`src/rtl/pra_pkg.sv`:
```
package pra_pkg;

    // Synchronised view of the asynchronous request inputs
    typedef struct packed {
        logic btn;
        logic warm;
        logic sd_n;
        logic wd_n;
    } req_vec_t;

    localparam int REQ_W = $bits(req_vec_t);

    // Counter width able to hold values 0..n
    function automatic int cnt_width(input int n);
        return (n < 1) ? 1 : $clog2(n + 1);
    endfunction

endpackage

```
`src/rtl/pra_sync.sv`:
```
module pra_sync #(
    parameter int W      = 4,
    parameter int STAGES = 2
) (
    input  logic         clk,
    input  logic         rst,
    input  logic [W-1:0] d,
    input  logic [W-1:0] rst_val,
    output logic [W-1:0] q
);
    logic [W-1:0] chain [STAGES];

    genvar g;
    generate
        for (g = 0; g < STAGES; g++) begin : g_stage
            if (g == 0) begin : g_first
                always_ff @(posedge clk) begin
                    if (rst) chain[0] <= rst_val;
                    else     chain[0] <= d;
                end
            end else begin : g_next
                always_ff @(posedge clk) begin
                    if (rst) chain[g] <= rst_val;
                    else     chain[g] <= chain[g-1];
                end
            end
        end
    endgenerate

    assign q = chain[STAGES-1];
endmodule

```
`src/rtl/pra_hold_timer.sv`:
```
module pra_hold_timer #(
    parameter int BOOT_MS  = 10,
    parameter int FORCE_MS = 8000
) (
    input  logic clk,
    input  logic rst,
    input  logic tick,
    input  logic btn,
    input  logic sys_off,
    output logic evt_boot,
    output logic evt_force
);
    localparam int CW = pra_pkg::cnt_width(FORCE_MS);
    localparam logic [CW-1:0] BOOT_LAST  = CW'(BOOT_MS - 1);
    localparam logic [CW-1:0] FORCE_LAST = CW'(FORCE_MS - 1);
    localparam logic [CW-1:0] FORCE_TOP  = CW'(FORCE_MS);

    logic [CW-1:0] held;
    logic          step;

    assign step = btn && tick && (held != FORCE_TOP);

    always_ff @(posedge clk) begin
        if (rst) begin
            held      <= '0;
            evt_boot  <= 1'b0;
            evt_force <= 1'b0;
        end else begin
            evt_boot  <= step && (held == BOOT_LAST) && sys_off;
            evt_force <= step && (held == FORCE_LAST);
            if (!btn)      held <= '0;
            else if (step) held <= held + 1'b1;
        end
    end
endmodule

```
`src/rtl/pra_pulse_gen.sv`:
```
module pra_pulse_gen #(
    parameter int PULSE_MS = 30
) (
    input  logic clk,
    input  logic rst,
    input  logic tick,
    input  logic trig,
    output logic rst_n
);
    localparam int CW = pra_pkg::cnt_width(PULSE_MS);
    localparam logic [CW-1:0] LOAD = CW'(PULSE_MS);

    logic [CW-1:0] left, left_nx;

    always_comb begin
        left_nx = left;
        if (trig)                    left_nx = LOAD;
        else if (tick && left != 0)  left_nx = left - 1'b1;
    end

    always_ff @(posedge clk) begin
        if (rst) begin
            left  <= '0;
            rst_n <= 1'b1;
        end else begin
            left  <= left_nx;
            rst_n <= (left_nx == '0);
        end
    end
endmodule

```
`src/rtl/pra_req_filter.sv`:
```
module pra_req_filter (
    input  logic clk,
    input  logic rst,
    input  logic warm_edge,
    input  logic sd_edge,
    input  logic wd_ok,
    output logic evt_shutdown
);
    logic reboot_pend;
    logic pend_eff;

    // A warm edge in the same cycle counts as already pending
    assign pend_eff = reboot_pend || warm_edge;

    always_ff @(posedge clk) begin
        if (rst) begin
            reboot_pend  <= 1'b0;
            evt_shutdown <= 1'b0;
        end else begin
            evt_shutdown <= sd_edge && wd_ok && !pend_eff;
            if (sd_edge)        reboot_pend <= 1'b0;
            else if (warm_edge) reboot_pend <= 1'b1;
        end
    end
endmodule

```
`src/rtl/pra_top.sv`:
```
module pra_top #(
    parameter int BOOT_MS     = 10,
    parameter int FORCE_MS    = 8000,
    parameter int PULSE_MS    = 30,
    parameter int SYNC_STAGES = 2
) (
    input  logic clk,
    input  logic rst,
    input  logic ms_tick,
    input  logic sys_off,
    input  logic btn_level,
    input  logic warm_rst_req,
    input  logic shutdown_req_n,
    input  logic wdog_n,
    output logic evt_boot,
    output logic evt_force_off,
    output logic evt_shutdown,
    output logic sys_rst_n
);
    import pra_pkg::*;

    req_vec_t raw_req, idle_req, req_s, req_prev;
    logic     warm_edge, sd_edge, wd_ok, btn_s;

    assign raw_req  = '{btn: btn_level, warm: warm_rst_req, sd_n: shutdown_req_n, wd_n: wdog_n};
    assign idle_req = '{btn: 1'b0, warm: 1'b0, sd_n: 1'b1, wd_n: 1'b1};

    pra_sync #(.W(REQ_W), .STAGES(SYNC_STAGES)) u_sync (
        .clk(clk), .rst(rst), .d(raw_req), .rst_val(idle_req), .q(req_s)
    );

    always_ff @(posedge clk) begin
        if (rst) req_prev <= idle_req;
        else     req_prev <= req_s;
    end

    assign warm_edge = req_s.warm && !req_prev.warm;
    assign sd_edge   = !req_s.sd_n && req_prev.sd_n;
    assign wd_ok     = req_s.wd_n;
    assign btn_s     = req_s.btn;

    pra_hold_timer #(.BOOT_MS(BOOT_MS), .FORCE_MS(FORCE_MS)) u_hold (
        .clk(clk), .rst(rst), .tick(ms_tick), .btn(btn_s), .sys_off(sys_off),
        .evt_boot(evt_boot), .evt_force(evt_force_off)
    );

    pra_pulse_gen #(.PULSE_MS(PULSE_MS)) u_pulse (
        .clk(clk), .rst(rst), .tick(ms_tick), .trig(warm_edge), .rst_n(sys_rst_n)
    );

    pra_req_filter u_filt (
        .clk(clk), .rst(rst), .warm_edge(warm_edge), .sd_edge(sd_edge),
        .wd_ok(wd_ok), .evt_shutdown(evt_shutdown)
    );
endmodule

```
`config.mk`:
```
export PLATFORM = sky130hd
export DESIGN_NAME = pra_top
export DESIGN_NICKNAME = d
export VERILOG_FILES = /design/src/rtl/pra_pkg.sv /design/src/rtl/pra_sync.sv /design/src/rtl/pra_hold_timer.sv /design/src/rtl/pra_pulse_gen.sv /design/src/rtl/pra_req_filter.sv /design/src/rtl/pra_top.sv
export SDC_FILE = /design/constraint.sdc
export NUM_CORES = 1
export LEC_CHECK = 0
export BUFFER_PORTS_ARGS = -buffer_cell sky130_fd_sc_hd__buf_2
export CAP_MARGIN = 20
export CORE_MARGIN = 2
export CORE_UTILIZATION = 50
export CTS_CLUSTER_DIAMETER = 60
export CTS_CLUSTER_SIZE = 25
export DETAILED_ROUTE_END_ITERATION = 8
export PLACE_DENSITY = 0.73
export SETUP_SLACK_MARGIN = 0.4
export SLEW_MARGIN = 20
export SYNTH_ARGS = -nofsm -noshare
export SYNTH_HDL_FRONTEND = slang
export SYNTH_SLANG_ARGS = --single-unit
```
`constraint.sdc`:
```
create_clock -name clk -period 2.31 [get_ports clk]
set_input_delay 0.231 -clock clk [delete_from_list [all_inputs] [get_ports clk]]
set_output_delay 0.231 -clock clk [all_outputs]
set_load 0.02 [all_outputs]
```
=== Word-level counts from Yosys, hierarchy flattened ===
Memory sizes are Yosys's and may differ from the RTL's.
Index checks and enable logic that the tools add are counted.

* Reduce and logical (&&, ||, !) cells: 18
* $add $sub $neg: 2
* Mux-type cells: 7
* Equality and inequality tests: 3
* Bitwise gates (word level): 3

{| class="wikitable"
|+ Operator list
! cell !! number
|-
| $add A13 B1 Y13 const B || 1
|-
| $eq A13 B13 Y1 const B || 1
|-
| $eq A13 B4 Y1 const B || 1
|-
| $ne A13 B13 Y1 const B || 1
|-
| $logic_and A1 B1 Y1 || 10
|-
| $mux W5 || 2
|-
| $mux W4 || 2
|-
| $logic_not A5 Y1 || 1
|-
| $reduce_bool A5 Y1 || 1
|-
| $sub A5 B1 Y5 const B || 1
|-
| $reduce_or A2 Y1 || 2
|-
| $logic_not A1 Y1 || 3
|-
| $mux W1 || 3
|-
| $or A1 B1 Y1 || 2
|-
| $logic_or A1 B1 Y1 || 1
|-
| $not A1 Y1 || 1
|}

* Input bits: 8
* Register bits after elaboration: 25
* Output and inout port bits: 4
* Logic and storage cells: 43
* Bits in writable memories: 8
* Memories: 1

{| class="wikitable"
|+ Memory list
! memory !! words !! bits a word !! read ports !! clocked after Yosys merged registers in !! wr ports !! line !! source
|-
| u_sync.chain || 2 || 4 || 2 || 0 || 2 || pra_sync.sv:11 || <nowiki>logic [W-1:0] chain [STAGES];</nowiki>
|}

=== Depth between registers and ports, before layout ===
Gate-level depths: netlist (run 1).

* Word-level depth: 5
* Gate-level depth with buffers: 6
* Gate-level depth less buffers: 6

=== Hierarchy ===
A second synthesis (run 1) with hierarchy kept.

* Cells, all modules: 151
* Area, all modules: 1491.4 µm²

{| class="wikitable"
|+ By module, submodules not included
! module !! seq. area each (µm²) !! cells an instance !! times used !! area each (µm²)
|-
| pra_hold_timer || 300.3 || 86 || 1 || 738.2
|-
| pra_pulse_gen || 120.1 || 35 || 1 || 327.8
|-
| pra_sync || 160.2 || 17 || 1 || 291.5
|-
| pra_top || 40.0 || 8 || 1 || 75.1
|-
| pra_req_filter || 40.0 || 5 || 1 || 58.8
|}

=== Worst setup path before layout (run 1) ===
Ideal clock, no wire load.

* Path kind: register to register
* Start point: register u_pulse.left[0]
* End point: register u_pulse.rst_n
* Stages on the path, launching flop included: 7
* Data required time: 2.191 ns
* Setup time: 0.119 ns
* Path buffers: 0
* Setup slack: 0.681 ns
* Arrival time: 1.510 ns
* Period minus slack after synthesis: 1.629 ns
* Path through: dfxtp_1 -> inv_1 -> ha_1 -> or3b_1 -> and4b_1 -> nor3_1 -> o31ai_2

* Longest elaborated chain between the ends: 5
* Elaborated cells between the ends (all ways): 6
* Those cells by class: 1 x add/sub; 2 x mux; 3 x reduce/logical

{| class="wikitable"
|+ Ends and longest elaborated chain
! item !! line !! source
|-
| start: declaration || pra_pulse_gen.sv:13 || <nowiki>logic [CW-1:0] left, left_nx;</nowiki>
|-
| start signal: assignment || pra_pulse_gen.sv:26 || <nowiki>left <= left_nx;</nowiki>
|-
| parallel branches: the longest is 2 deep, another holds $sub A5 B1 Y5 || -- ||
|-
| $mux W5 (*) || pra_pulse_gen.sv:18 || <nowiki>else if (tick && left != 0) left_nx = left - 1'b1;</nowiki>
|-
| $mux W5 (*) || pra_pulse_gen.sv:17 || <nowiki>if (trig) left_nx = LOAD;</nowiki>
|-
| $logic_not A5 Y1 (*) || pra_pulse_gen.sv:27 || <nowiki>rst_n <= (left_nx == '0);</nowiki>
|-
| end signal: assignment || pra_pulse_gen.sv:27 ||
|-
| end: declaration || pra_pulse_gen.sv:8 || <nowiki>output logic rst_n</nowiki>
|}

Every way passes the cells marked *.
A chain may end at the register's enable or synchronous reset.

=== Worst setup path after layout (run 1) ===
* Start point: register u_hold.held[0]
* End point: register u_hold.held[10]

* Longest elaborated chain between the ends: 2
* Elaborated cells between the ends (all ways): 3
* Those cells by class: 1 x add/sub; 1 x eq/ne; 1 x reduce/logical

{| class="wikitable"
|+ Ends and longest elaborated chain
! item !! line !! source
|-
| start: declaration || pra_hold_timer.sv:18 || <nowiki>logic [CW-1:0] held;</nowiki>
|-
| start signal: assignment || pra_hold_timer.sv:32 || <nowiki>else if (step) held <= held + 1'b1;</nowiki>
|-
| parallel branches: the longest is 2 deep, another holds $add A13 B1 Y13 || -- ||
|}

Several ways; the timed one is not identified.

==> results_dict.tcl, run 1 <==
set metrics [dict create \
    layout-drive-gt1-share 0.200 \
    cts.path.max_buffers 2 \
    final_common_cell "dfxtp_1" \
    grt_pass1_vias 1040 \
    ys_seq_elements 33 \
    crit_buf_inv 0 \
    crit_path_start_kind "flop" \
    cts_max_level 2 \
    die_w_um 57.7 \
    grt_pass1_wl_um 4420 \
    antenna_found_initial 0 \
    clk_pin_slew_ns 0.11 \
    timing.slew.headroom 0.683 \
    critical-path-slowest-cell "or4_1" \
    syn-num-nets 168 \
    synth_top_cell_by_area "dfxtp_1" \
    cp_max_fo 5 \
    vdd_ir_drop_max_v 0.000759 \
    critPathTopFamily "simple AND/OR/NAND/NOR gates" \
    powerDensity_nw_per_um2 825 \
    yosysTopAreaCellShare 0.458 \
    period_needed_ns 1.76 \
    drt_pass1_iterations 4 \
    setup_viol 0 \
    required_ns 2.58 \
    avgSynthCellArea_um2 9.26 \
    synthTopCellsByArea "dfxtp_1, nor2b_1, nor2_1" \
    fin_crit_sh 0.763 \
    syn-instance-count 156 \
    hp-class "input pin to flop" \
    critPathCaptureType "flop" \
    grt-ovfl-total 0 \
    syn_area_um2 1440 \
    dp_hpwl_um 1790 \
    ant_nets 0 \
    grt_start_max_net_pins 21 \
    gp_congestion 0.871 \
    cp_cell_sequence "ha_1 > and4_1 > nand3_1 > or4_1 > o21ai_0" \
    synth_warnings 0 \
    hold_viol 0 \
    syn_to_final_growth_pct 11.0 \
    cap_viol_max_count 0 \
    die_h_um 57.7 \
    synth_edf_count 0 \
    cts_tree "built" \
    holdWs_ns 0.0665 \
    drt_wl_total_um 2560 \
    post_drt_wl_per_cell_um 12.7 \
    io_pins 12 \
    die_area_um2 3330 \
    io_buffers 11 \
    finalSetupTns_ns 0 \
    dr_total_vias 1117 \
    final_cell_mix "dfxtp_1, nor2_1, nand2_1, buf_2, nor2b_1" \
    arrival_ns 2.03 \
    crit_type "flop to flop" \
    run_status "finished, final reports clean" \
    rsz0062_at_grt "no" \
    async_flop_share 0 \
    track_usage 0.175 \
    drc 0 \
    maxSlewViolCount 0 \
    viasPerCell 5.56 \
    cts_root_buf "clkbuf_4" \
    max_stage_delay_ns 0.49 \
    clock_sinks 33 \
    finClkSkew_ns 0.00991 \
    seq_area_frac_synth 0.458 \
    nets 181 \
    max_freq_mhz 567 \
    cts_made_buffers 5 \
    start_util 0.524 \
    core-area_um2 2760 \
    synth_flop_cell "dfxtp_1" \
    clock_latency_ns 0.34 \
    first_iter_violations 37 \
    power.leakage_nw 0.605 \
    row_count 19 \
    ys_types 40 \
    tightest_slew_ns 0.472 \
    diodes 0 \
]
[where the power goes]
group          total (mW)  leakage, nW  switching [mW]  internal, mW
registers           0.637        0.269          0.0323         0.605
logic               0.251        0.294           0.124         0.127
clock network       0.433       0.0414           0.204         0.229
total                1.32        0.605           0.361         0.961
[layer usage]
layer / global-route usage / share of wire
met1: 0.205 / 0.48
met2: 0.276 / 0.45
met3: 0.0692 / 0.054
met4: 0.0963 / 0.020
met5: 0 / 0
[kinds of logic (layout without fill, tap and decap cells)]
logic type	count (synthesis)	after routing	share of synthesized area
and+or+nand+nor	76	76	0.305
adders and majority gates	4	4	0.0347
buffers and inverters	13	27	0.0355
DFF	33	33	0.458
AOI/OAI and AO/OA	19	19	0.101
xor gates and xnor gates	11	11	0.0667
[metrics by stage]
step	utilization	instance area, um^2	std cells	setup WS, ns	total power, mW
finish	0.581	1600	201	0.548	1.32
detailed placement	0.550	1520	193	0.548	0.887
global route	0.581	1600	201	0.451	1.39
global placement	0.550	1520	193	0.630	0.877
floorplan	-	1440	156	0.681	0.840
CTS	0.580	1600	201	0.524	1.32
[cell usage after synthesis (all sizes together) (3+ instances only)]
cell    instances
nand4           5
dfxtp          33
o21ai           3
xor2            5
inv             8
nor4            3
clkbuf          3
nor2           14
ha              4
or2             6
and4            3
nor2b           9
nand3           3
xnor2           6
nor3            8
a21oi           4
nand2          11
[worst paths after layout]
check / slack [ns] / to / cells past startpoint / startpoint
worst max-delay path: 0.55 / u_hold.held[10] / 5 / u_hold.held[0]
worst min register to register: 0.42 / u_sync.chain[1][0] / 1 / u_sync.chain[0][0]
worst max register to register: 0.55 / u_hold.held[10] / 5 / u_hold.held[0]
worst min-delay path: 0.07 / u_sync.chain[0][0] / 2 / wdog_n
[area by class of cell]
cell class              count  area [um^2]
inverters                   8         30.0
clock buffers               5         37.5
well taps                  31         38.8
repair buffers             11         55.1
fillers                   247         1150
flip-flops and latches     33          661
clock inverters             3         46.3
multi-input cells         110          734
[flip-flops by register name, summed over array words and instances (netlist names)]
name                 flops
req_prev                 2
u_pulse.left             5
u_pulse.rst_n            1
u_hold.held             13
u_sync.chain             8
u_hold.evt_boot          1
u_filt.evt_shutdown      1
u_filt.reboot_pend       1
u_hold.evt_force         1
[what timing repair did]
action / 4_1_cts / 5_1_grt
endpoints found under the hold margin: 0 / 0
hold buffers: 0 / 0
setup endpoints to repair: 0 / 1
setup buffers: 0 / 0
gates resized for setup: 0 / 1
No activity file was read; power rests on OpenSTA's default activity.
==> run 2, diff against run 1 <==
==> constraint.sdc (replaced) <==
create_clock -name clk -period 1.64 [get_ports clk]
set_input_delay 0.164 -clock clk [delete_from_list [all_inputs] [get_ports clk]]
set_output_delay 0.164 -clock clk [all_outputs]
set_load 0.02 [all_outputs]
==> run 2 against run 1 <==
Compared with the run above: sequential power up 42%; routed wire length is 47% higher; die area is the same; maximum frequency increased by 14%; critical path depth is 1 higher; critical path type unchanged; largest power group unchanged.
==> results_dict.tcl, run 2 (synthesis gave the netlist of run 1 again) <==
set metrics [dict create \
    period_needed_ns 1.54 \
    grt_start_max_net_pins 20 \
    io_pins 12 \
    layout-drive-gt1-share 0.492 \
    cp_max_fo 6 \
    grt-ovfl-total 0 \
    crit_buf_inv 1 \
    timing.rr.start "u_pulse.left[1]" \
    n_fill_cell 163 \
    powerDensity_nw_per_um2 939 \
    holdWs_ns 0.0223 \
    final_cell_mix "dfxtp_1, buf_4, nor2_1" \
    final_cell_count_no_fill 230 \
    max_stage_delay_ns 0.42 \
    cts_tree "built" \
    clock_sinks 33 \
    antenna_found_initial 0 \
    crit_type "flop to flop" \
    worst_hold_path.endpoint "u_sync.chain[0][2]" \
    critical-path-slowest-cell "or3b_4" \
    diodes 0 \
    p_total_mw 2.00 \
    hold_depth 2 \
    syn_to_final_growth_pct 47.5 \
    cts_max_level 2 \
    clock_latency_ns 0.34 \
    first_iter_violations 38 \
    grt_pass1_vias 1226 \
    ant_nets 0 \
    final_area_um2 2130 \
    setup_viol 0 \
    top_register "u_hold.held" \
    reg2reg_to "u_pulse.left[2]" \
    cp_cell_sequence "inv_2 > ha_4 > or3b_4 > o211ai_1 > xor2_1 > a21oi_1" \
    finClkSkew_ns 0.0113 \
    required_ns 1.88 \
    post_drt_wl_per_cell_um 16.4 \
    crit_path_start_kind "flop" \
    hold_viol 0 \
    die_h_um 57.7 \
    core-area_um2 2760 \
    track_usage 0.211 \
    hp-class "input pin to flop" \
    arrival_ns 1.78 \
    dp_hpwl_um 1890 \
    io_buffers 11 \
    finalSetupTns_ns 0 \
    utilization 0.772 \
    grt_pass1_wl_um 5440 \
    place_area_um2 1590 \
    maxSlewViolCount 0 \
    place_inst 197 \
    critPathTopFamily "simple AND/OR/NAND/NOR gates" \
    finalWorstSetupSlack_ns 0.0959 \
    cts_made_buffers 5 \
    start_util 0.524 \
    cts.path.max_buffers 2 \
    drt_wl_total_um 3770 \
    drc 0 \
    cap_viol_max_count 0 \
    vdd_ir_drop_max_v 0.00109 \
    cts_root_buf "clkbuf_4" \
    min_from "warm_rst_req" \
    row_count 19 \
    place_ws_ns 0.0867 \
    run_status "finished, final reports clean" \
    drt_pass1_iterations 6 \
    power.leakage_nw 0.844 \
    tightest_slew_ns 0.565 \
    critPathCaptureType "flop" \
    gp_congestion 0.785 \
    viasPerCell 5.79 \
    rsz0062_at_grt "yes" \
    nets 210 \
    r2r_cells 6 \
    die_w_um 57.7 \
    max_freq_mhz 648 \
    largest_registers "u_hold.held x13, u_sync.chain x8, u_pulse.left x5" \
    final_common_cell "dfxtp_1" \
    timing.slew.headroom 0.623 \
    dr_total_vias 1332 \
    clk_pin_slew_ns 0.11 \
    fin_crit_sh 0.942 \
    die_area_um2 3330 \
    r2r_setup_slack_ns 0.1 \
    largest_reg_flops 13 \
]
-- run 2: changes by cell type in the layout (fill, tap and decap cells not counted), sizes merged --
cell	previous run	this run
inv	8	7
buf	11	38
dlygate4sd3	0	2
clkinv	1	2
-- run 2: layout make-up --
type | instances | area (um^2) | area share
inverter | 8 | 47.5 | 0.0223
multi-input combinational | 110 | 951 | 0.447
sequential | 33 | 689 | 0.324
timing repair buffer | 40 | 319 | 0.150
clock buffer | 5 | 37.5 | 0.0176
tap | 31 | 38.8 | 0.0182
clock inverter | 3 | 46.3 | 0.0217
-- run 2: worst max path at each step --
stage | from | end | slack, ns | cells past startpoint
3_3_place_gp | u_pulse.left[1] | u_pulse.left[2] | 0.12 | 6
3_5_place_dp | u_hold.held[0] | u_hold.held[10] | 0.09 | 5
6_report | u_pulse.left[1] | u_pulse.left[2] | 0.1 | 6
5_1_grt | u_pulse.left[1] | u_pulse.left[2] | -0.007 | 6
4_1_cts | u_pulse.left[1] | u_pulse.left[2] | 0.09 | 6
2_1_floorplan | u_pulse.left[0] | u_pulse.left[2] | 0.17 | 6
-- run 2: what timing repair did --
item,in CTS,in global routing
pin swaps,14,14
cloned,0,0
hold buffers,1,1
endpoints found under the setup margin,16,20
buffers inserted,12,11
resized for setup,26,33
endpoints found under the hold margin,1,1
-- run 2: worst register-to-register path, stage by stage, from the launching register on --
cell and delay [ns]:
dfxtp_4 0.37, inv_2 0.06, ha_4 0.15, or3b_4 0.42, o211ai_1 0.21, xor2_1 0.17
a21oi_1 0.07
-- run 2: report_power, final --
group	switching (mW)	leakage, nW	internal (mW)
registers	0.0539	0.276	0.854
logic	0.214	0.526	0.255
clock network	0.300	0.0414	0.323
-- run 2: layer usage --
layer  vias up  track usage  part of all wire
met5         -            0                 0
met4         0       0.0764             0.019
met3        11       0.0558             0.079
met2        63        0.351              0.48
met1       624        0.264              0.43
li1        634            -                 -
